`src/rtl/tpoll_pkg.sv`:
```
package tpoll_pkg;

  typedef enum logic [3:0] {
    S_IDLE,
    S_RDA,
    S_WTA,
    S_RDB,
    S_WTB,
    S_RCA,
    S_RCWA,
    S_RCB,
    S_RCWB,
    S_WR,
    S_FIN
  } pollState_t;

  // control -> datapath strobes
  typedef struct packed {
    logic captureAddr;
    logic clrRun;
    logic loadFirst;
    logic incPair;
    logic setPass;
    logic setFail;
    logic issueWr;
    logic armAbort;
  } pollStrb_t;

  // datapath -> control status
  typedef struct packed {
    logic togDiffer;
    logic toutSeen;
    logic pairLast;
    logic abortPend;
  } pollStat_t;

endpackage

```
`src/rtl/tpoll_dp.sv`:
```
module tpoll_dp
  import tpoll_pkg::*;
#(
  parameter int unsigned ADDR_W    = 20,
  parameter int unsigned DATA_W    = 8,
  parameter int unsigned TOG_BIT   = 6,
  parameter int unsigned TOUT_BIT  = 5,
  parameter int unsigned MAX_PAIRS = 16,
  parameter logic [ADDR_W-1:0] RST_ADDR = ADDR_W'('h555),
  parameter logic [DATA_W-1:0] RST_DATA = DATA_W'('hF0)
) (
  input  logic              clk,
  input  logic              rstN,
  input  pollStrb_t         strb,
  input  logic              abortReq,
  input  logic [ADDR_W-1:0] pollAddr,
  input  logic [DATA_W-1:0] rspData,
  output pollStat_t         stat,
  output logic              reqWrite,
  output logic [ADDR_W-1:0] reqAddr,
  output logic [DATA_W-1:0] reqWdata,
  output logic              pass
);

  localparam int unsigned CNT_W = $clog2(MAX_PAIRS + 1);
  localparam logic [CNT_W-1:0] LAST_PAIR = CNT_W'(MAX_PAIRS - 1);

  logic [ADDR_W-1:0] pollAddrQ;
  logic              firstTog;
  logic [CNT_W-1:0]  pairCnt;
  logic              passQ;
  logic              abortQ;

  always_ff @(posedge clk) begin
    if (!rstN) begin
      pollAddrQ <= '0;
      firstTog  <= 1'b0;
      pairCnt   <= '0;
      passQ     <= 1'b0;
      abortQ    <= 1'b0;
    end else begin
      if (strb.captureAddr) pollAddrQ <= pollAddr;
      if (strb.loadFirst)   firstTog  <= rspData[TOG_BIT];
      if (strb.clrRun)      pairCnt   <= '0;
      else if (strb.incPair) pairCnt  <= pairCnt + 1'b1;
      if (strb.clrRun)       passQ <= 1'b0;
      else if (strb.setPass) passQ <= 1'b1;
      else if (strb.setFail) passQ <= 1'b0;
      if (strb.clrRun)                        abortQ <= 1'b0;
      else if (strb.armAbort && abortReq)     abortQ <= 1'b1;
    end
  end

  always_comb begin
    stat.togDiffer = rspData[TOG_BIT] ^ firstTog;
    stat.toutSeen  = rspData[TOUT_BIT];
    stat.pairLast  = (pairCnt == LAST_PAIR);
    stat.abortPend = abortQ;
  end

  assign reqWrite = strb.issueWr;
  assign reqAddr  = strb.issueWr ? RST_ADDR : pollAddrQ;
  assign reqWdata = strb.issueWr ? RST_DATA : '0;
  assign pass     = passQ;

endmodule

```
`src/rtl/tpoll_ctrl.sv`:
```
module tpoll_ctrl
  import tpoll_pkg::*;
(
  input  logic      clk,
  input  logic      rstN,
  input  logic      startPulse,
  input  logic      reqReady,
  input  logic      rspValid,
  input  pollStat_t stat,
  output pollStrb_t strb,
  output logic      reqValid,
  output logic      done,
  output logic      busy
);

  pollState_t state, nextState;

  always_ff @(posedge clk) begin
    if (!rstN) state <= S_IDLE;
    else       state <= nextState;
  end

  always_comb begin
    nextState = state;
    strb      = '0;
    reqValid  = 1'b0;
    strb.armAbort = (state != S_IDLE) && (state != S_WR) && (state != S_FIN);
    unique case (state)
      S_IDLE: begin
        if (startPulse) begin
          strb.captureAddr = 1'b1;
          strb.clrRun      = 1'b1;
          nextState        = S_RDA;
        end
      end
      S_RDA, S_RDB, S_RCA, S_RCB: begin
        reqValid = 1'b1;
        if (reqReady) begin
          unique case (state)
            S_RDA:   nextState = S_WTA;
            S_RDB:   nextState = S_WTB;
            S_RCA:   nextState = S_RCWA;
            default: nextState = S_RCWB;
          endcase
        end
      end
      S_WTA, S_RCWA: begin
        if (rspValid) begin
          if (stat.abortPend) begin
            nextState = S_IDLE;
          end else begin
            strb.loadFirst = 1'b1;
            nextState      = (state == S_WTA) ? S_RDB : S_RCB;
          end
        end
      end
      S_WTB: begin
        if (rspValid) begin
          if (stat.abortPend) begin
            nextState = S_IDLE;
          end else if (!stat.togDiffer) begin
            strb.setPass = 1'b1;
            nextState    = S_FIN;
          end else if (stat.toutSeen) begin
            nextState = S_RCA;
          end else if (stat.pairLast) begin
            strb.setFail = 1'b1;
            nextState    = S_WR;
          end else begin
            strb.incPair = 1'b1;
            nextState    = S_RDA;
          end
        end
      end
      S_RCWB: begin
        if (rspValid) begin
          if (stat.abortPend) begin
            nextState = S_IDLE;
          end else if (!stat.togDiffer) begin
            strb.setPass = 1'b1;
            nextState    = S_FIN;
          end else begin
            strb.setFail = 1'b1;
            nextState    = S_WR;
          end
        end
      end
      S_WR: begin
        reqValid     = 1'b1;
        strb.issueWr = 1'b1;
        if (reqReady) nextState = S_FIN;
      end
      S_FIN: begin
        nextState = S_IDLE;
      end
      default: nextState = S_IDLE;
    endcase
  end

  assign done = (state == S_FIN);
  assign busy = (state != S_IDLE);

endmodule

```
`src/rtl/toggle_poll_ctrl.sv`:
```
module toggle_poll_ctrl
  import tpoll_pkg::*;
#(
  parameter int unsigned ADDR_W    = 20,
  parameter int unsigned DATA_W    = 8,
  parameter int unsigned TOG_BIT   = 6,
  parameter int unsigned TOUT_BIT  = 5,
  parameter int unsigned MAX_PAIRS = 16,
  parameter logic [ADDR_W-1:0] RST_ADDR = ADDR_W'('h555),
  parameter logic [DATA_W-1:0] RST_DATA = DATA_W'('hF0)
) (
  input  logic              clk,
  input  logic              rstN,
  input  logic              startPulse,
  input  logic              abortReq,
  input  logic [ADDR_W-1:0] pollAddr,
  output logic              reqValid,
  input  logic              reqReady,
  output logic              reqWrite,
  output logic [ADDR_W-1:0] reqAddr,
  output logic [DATA_W-1:0] reqWdata,
  input  logic              rspValid,
  input  logic [DATA_W-1:0] rspData,
  output logic              done,
  output logic              pass,
  output logic              busy
);

  pollStrb_t strb;
  pollStat_t stat;

  tpoll_ctrl i_ctrl (
    .clk       (clk),
    .rstN      (rstN),
    .startPulse(startPulse),
    .reqReady  (reqReady),
    .rspValid  (rspValid),
    .stat      (stat),
    .strb      (strb),
    .reqValid  (reqValid),
    .done      (done),
    .busy      (busy)
  );

  tpoll_dp #(
    .ADDR_W   (ADDR_W),
    .DATA_W   (DATA_W),
    .TOG_BIT  (TOG_BIT),
    .TOUT_BIT (TOUT_BIT),
    .MAX_PAIRS(MAX_PAIRS),
    .RST_ADDR (RST_ADDR),
    .RST_DATA (RST_DATA)
  ) i_dp (
    .clk     (clk),
    .rstN    (rstN),
    .strb    (strb),
    .abortReq(abortReq),
    .pollAddr(pollAddr),
    .rspData (rspData),
    .stat    (stat),
    .reqWrite(reqWrite),
    .reqAddr (reqAddr),
    .reqWdata(reqWdata),
    .pass    (pass)
  );

endmodule

```
`config.mk`:
```
export PLATFORM = sky130hd
export DESIGN_NAME = toggle_poll_ctrl
export DESIGN_NICKNAME = d
export VERILOG_FILES = /design/src/rtl/tpoll_pkg.sv /design/src/rtl/tpoll_dp.sv /design/src/rtl/tpoll_ctrl.sv /design/src/rtl/toggle_poll_ctrl.sv
export SDC_FILE = /design/constraint.sdc
export NUM_CORES = 1
export LEC_CHECK = 0
export BUFFER_PORTS_ARGS = -buffer_cell sky130_fd_sc_hd__buf_2
export CORE_MARGIN = 2
export CORE_UTILIZATION = 50
export CTS_CLUSTER_DIAMETER = 60
export CTS_CLUSTER_SIZE = 30
export DETAILED_ROUTE_END_ITERATION = 8
export MAX_ROUTING_LAYER = met4
export PLACE_DENSITY = 0.81
export SYNTH_ARGS = -nofsm -noshare
export SYNTH_HDL_FRONTEND = slang
export SYNTH_SLANG_ARGS = --single-unit
```
`constraint.sdc`:
```
create_clock -name clk -period 3.1 [get_ports clk]
set_input_delay 0.62 -clock clk [delete_from_list [all_inputs] [get_ports clk]]
set_output_delay 0.62 -clock clk [all_outputs]
set_load 0.1 [all_outputs]
```
==> results of run 1 <==
[state kept, by name, indices dropped and copies added (netlist names)]
name / cells
i_dp.pairCnt: 5
i_dp.pass: 1
i_ctrl.state: 4
i_dp.firstTog: 1
i_dp.pollAddrQ: 20
i_dp.abortQ: 1
[where the power goes]
part	internal, uW	switching [uW]	leakage, uW
combinational	191	641	0.000698
clock	169	142	0.0000422
sequential	464	26.6	0.000261
[cell type report]
type                    count  area share, %
inverters                   4         0.7080
clock buffers               6          1.947
repair buffers             61          14.99
flip-flops and latches     32          30.21
multi-input cells         170          47.79
well taps                  46          2.714
clock inverters             2          1.652
[worst max-delay path, cell delays in order, from the launching register on]
cell and delay [ns]:
dfxtp_1 0.32, and4bb_2 0.64, or2_2 0.20, buf_2 0.41
[worst paths after layout]
kind,from,endpoint,slack [ns],cells past startpoint
min,i_dp.pollAddrQ[11],i_dp.pollAddrQ[11],0.45,2
max,i_ctrl.state[1],reqAddr[0],0.55,3
min reg2reg,i_dp.pollAddrQ[11],i_dp.pollAddrQ[11],0.45,2
max reg2reg,i_dp.pairCnt[0],i_dp.pairCnt[3],1.13,7
[Yosys cell counts (3+ instances only)]
master,n
nand2_1,48
dfxtp_1,32
a21oi_1,27
nor2b_1,17
nor2_1,10
buf_4,9
o21ai_0,8
clkbuf_1,7
or2_2,7
buf_2,5
inv_1,4
or4b_1,4
a211oi_1,3
or3_1,3
xor2_1,3
[per-layer routing]
| layer | GRT usage (%) | wire (um) |
|---|---|---|
| met1 | 23.63 | 1680 |
| met2 | 32.55 | 1744 |
| met3 | 4.577 | 223 |
| met4 | 9.783 | 80 |
| met5 | - | 0 |
[metrics by stage]
step           utilization (%)  instance area (sq um)  hold WS, ns  total power, uW
4_1_cts                  62.57                   2121       0.4563             1646
5_1_grt                  62.57                   2121       0.4815             1725
3_5_place_dp             60.32                   2044       0.4422             1334
3_3_place_gp             60.32                   2044       0.4372             1324
2_1_floorplan                -                   1810       0.4316             1219
6_report                 62.57                   2121       0.4542             1633
[logic make-up after synthesis]
| kind of cell | Yosys count |
|---|---|
| buf+inv | 27 |
| simple gates | 110 |
| flops | 32 |
| other cells | 1 |
| mux | 3 |
| compound gates | 47 |
| fa+ha+maj | 2 |
| xor+xnor | 4 |
[cells in the final DEF, fill, tap and decap left out, types with 2 or more instances in the layout]
cell type	count
a211oi_1	3
a21oi_1	27
and3_1	2
and4bb_2	2
buf_2	56
buf_4	5
clkbuf_4	5
conb_1	4
dfxtp_1	32
ha_1	2
inv_1	4
mux2i_1	2
nand2_1	48
nand2b_1	2
nand3_1	2
nand3b_1	2
nor2_1	10
nor2b_1	17
nor4b_4	2
o21ai_0	8
o22ai_1	2
o2bb2ai_1	2
or2_2	7
or3_1	3
or4b_1	4
xor2_1	3
==> impl_results.md, run 1 <==
- Synth Cell Area: 1799 sq um
- Leakage: 0.001001 uW
- Die Area: 4094 sq um
- Min-Delay Path Class: flop to flop
- Setup violators final: 0
- Clk_skew: 0.008949 ns
- FF/Latch Area: 640.6 sq um
- Via count: 1,659
- Max Fclk: 392.6 MHz
- Post-Synth Adder-Cell Area: 1.391%
- Post-synthesis mux area share: 1.739%
- Post-synth top area cell: dfxtp_1
- Final wirelength: 3728 um
- First-pass GRT wire length: 6196 um
- Post-cts resize count: 0
- Worst Setup Start Kind: flop
- Synth unique cells: 43
- Rows: 21
- PwrDens: 770.2 nW/um^2
- CTS root buf: clkbuf_4
- Critical path peak fanout: 27
- Final hold vios: 0
- Gr usage total: 20.16%
- Largest net degree at the start of global routing: 28
- Place WS: 0.9152 ns
- Slew @ Worst Pin: 0.7036 ns
- Vias per cell: 5.168
- Chip Height: 63.99 um
- Maximum VDD drop: 0.0005116 V
- Final period util: 82.16%
- RSZ-0062 raised after global routing: no
- Dpl cells: 313
- Final net count: 310
- Count of flip-flops with a built-in enable after synthesis: 0
- Critical path type: flop to primary output
- Die width: 63.99 um
- Final Slew Violations: 0
- CTS buffer count: 5
- Post-synthesis compound-gate area fraction: 15.44%
- Synth warn: 0
- Fraction of registers with async set/reset: 0%
- CTS H-tree lvls: 2
- DR WL/cell: 11.61 um
- Clk_lat worst skew: 0.34 ns
- ANT nets after route: 0
- Mean Syn Cell Area: 7.961 sq um
- Final min period: 2.547 ns
- Total negative slack: 0 ns
- Crit end category: primary output
- Simple-Gate Fraction of Synth Area: 34.56%
- Top_reg_cell synth: dfxtp_1
- Clock Sinks: 32
- Register bit count reported by yosys: 32
- Vias in the first global route: 1,411
- Final cell count without fillers: 321
- Share of cells above drive strength 1: 30.55%
- Slew HR: 53.10%
- Post-synthesis sequential area ratio: 35.61%
- Status: completed
- Post-CTS setup buffer count: 0
- Max Cap Violations: 0
- Initial Util: 53.08%
- Inserted Diodes: 0
- Fillcell total: 288
- DR DRC count: 0
- Initial drt markers: 128
- GP Congestion: 0.7993
- Critical Path RT: 2.48 ns
- Post-detail-place hpwl: 2608 um
- Port-buffer cells: 56
- Core Footprint: 3390 sq um
- Yosys top cell area share: 35.61%
- Reg clk slew, reported paths: 0.10 ns
- Clock buffer depth: 2
- Main combinational cell family by area after synthesis: simple AND/OR/NAND/NOR gates
- Area of the multi-input gates: 1013 sq um
- Synth top area cells: dfxtp_1 (36%), nand2_1 (10%), a21oi_1 (7.5%)
- Final Worst Setup Slack: 0.5529 ns
- P&R area growth vs syn: 17.87%
- Grt ovf: 0
- CTS tree: built
- Hold-fix buffers, CTS: 0
- Initial DRT Pass Iterations: 4
- Io pins: 67
- WP data arrival: 1.93 ns
- Initial antenna violation count: 0
- XOR/XNOR share of the synthesized area: 2.364%
- Mapped Cells: 226
No activity file was read; power rests on OpenSTA's default activity.
==> run 2: changes to the inputs <==
CORE_UTILIZATION = 44   (was 50)
PLACE_DENSITY = 0.75   (was 0.81)
clock period = 2.3 ns   (was 3.1 ns; I/O delays follow)
==> run 2 against run 1 <==
Effect of this change:
- register-to-register slack got worse by 0.79 ns
- cell area is 13% higher
- worst hold slack worse by 0.033 ns
- count of clock-buffer cells in the layout stayed put
- clock power is 68% higher
- global-route usage shrank 1.4 points
- power grew 48%
- critical endpoint is now reqValid
- largest cell class unchanged
- highest routed layer unchanged
==> impl_results.md, run 2 (synthesis results as in run 1) <==
- Status: completed
- Reg clk slew, reported paths: 0.07 ns
- Chip Height: 67.95 um
- Share of cells above drive strength 1: 32.73%
- Clock Sinks: 32
- Critical path peak fanout: 16
- Min Hold Slack: 0.4217 ns
- CTS buffer count: 5
- DR DRC count: 0
- CTS tree: built
- Crit end category: primary output
- GP Congestion: 0.8430
- Die width: 67.95 um
- First-pass GRT wire length: 6492 um
- Final core occ: 60.43%
- Post-CTS setup buffer count: 0
- Vias per cell: 5.107
- Initial DRT Pass Iterations: 4
- Fillcell total: 356
- CTS H-tree lvls: 2
- Post-detail-place hpwl: 2914 um
- Critical path type: flop to primary output
- Dpl cells: 320
- Clk_lat worst skew: 0.27 ns
- Io pins: 67
- Slew @ Worst Pin: 0.6726 ns
- Maximum VDD drop: 0.0006923 V
- Final net count: 313
- Initial drt markers: 87
- Final wirelength: 4050 um
- Setup violators final: 0
- Final period util: 95.05%
- Vias in the first global route: 1,570
- Largest registers: i_dp.pollAddrQ: 20 flops, i_dp.pairCnt: 5 flops, i_ctrl.state: 4 flops
- Worst Setup Start Kind: flop
- Rows: 23
- Initial Util: 45.31%
- Die Area: 4617 sq um
- Leakage: 0.001072 uW
- Clock buffer depth: 2
- PwrDens: 1007 nW/um^2
- Final hold vios: 0
- Via count: 1,675
- Grt ovf: 0
- FF/Latch Area: 640.6 sq um
- Slew HR: 55.11%
- Min-Delay Path Class: input pin to flop
- Most frequent cells in the layout: nand2_1 (48), buf_2 (43), dfxtp_1 (32)
- Core Footprint: 3971 sq um
- Largest net degree at the start of global routing: 23
- CTS root buf: clkbuf_8
- Clk_skew: 0.003324 ns
- Final Slew Violations: 0
- P&R area growth vs syn: 33.38%
- Critical Path RT: 1.84 ns
- RSZ-0062 raised after global routing: no
- Final min period: 2.186 ns
- Inserted Diodes: 0
- Area of the multi-input gates: 1039 sq um
- Gr usage total: 18.73%
- Final cell count without fillers: 328
- ANT nets after route: 0
- DR WL/cell: 12.35 um
- Commonest non-fill, non-tap cell in the layout: nand2_1
- Max Fclk: 457.4 MHz
- Port-buffer cells: 56
- Max Cap Violations: 0
- WP data arrival: 1.73 ns
- Max reg flops: 20
- Most flops, register: i_dp.pollAddrQ
- Initial antenna violation count: 0
- Total power: 2417 uW
## run 2: path summary, 6_finish.rpt
| check | start | end | slack [ns] | depth (start not counted) |
|---|---|---|---|---|
| worst min-delay path | pollAddr[2] | i_dp.pollAddrQ[2] | 0.42 | 3 |
| worst max-delay path | i_ctrl.state[2] | reqValid | 0.11 | 4 |
| worst min register to register | i_dp.pollAddrQ[8] | i_dp.pollAddrQ[8] | 0.45 | 2 |
| worst max register to register | i_dp.pairCnt[0] | i_dp.pairCnt[3] | 0.34 | 7 |
## run 2: power breakdown
| part | internal [uW] | total, uW | switching, uW |
|---|---|---|---|
| combinational | 341 | 1230 | 891 |
| sequential | 626 | 665 | 39.2 |
| clock | 321 | 521 | 199 |
## run 2: per-stage QoR
step                      setup WS, ns  instance area, sq um  TNS (ns)
after floorplan                -0.3983                  1836    -4.247
after global placement          0.3861                  2288         0
after detailed placement        0.3399                  2288         0
after CTS                      0.07679                  2396         0
after global routing           0.05585                  2400         0
final                           0.1139                  2400         0
## run 2: critical path, cell delays in order (launching register included)
cell and delay [ns]:
dfxtp_1 0.31, buf_4 0.19, or2_2 0.33, a21oi_2 0.17, buf_2 0.45
## run 2: cell type report
class                   instances  area share, %
clock buffers                   6          3.024
clock inverters                 2          1.460
inverters                       4         0.6257
multi-input cells             170          43.27
flip-flops and latches         32          26.69
well taps                      50          2.607
repair buffers                 64          22.31
## run 2: what timing repair did
action / CTS / global route
hold buffers: 0 / 0
resized for setup: 0 / 1
setup endpoints to repair: 0 / 1
hold endpoints to repair: 0 / 0
## run 2: per-layer routing
layer | part of all wire, % | track usage, % | vias up | wire length (um)
li1 | - | - | 856 | -
met1 | 45 | 22.19 | 775 | 1830
met5 | 0 | - | - | 0
met2 | 50 | 30.95 | 40 | 2008
met4 | 1.3 | 7.250 | 0 | 53
met3 | 3.9 | 4.112 | 4 | 157
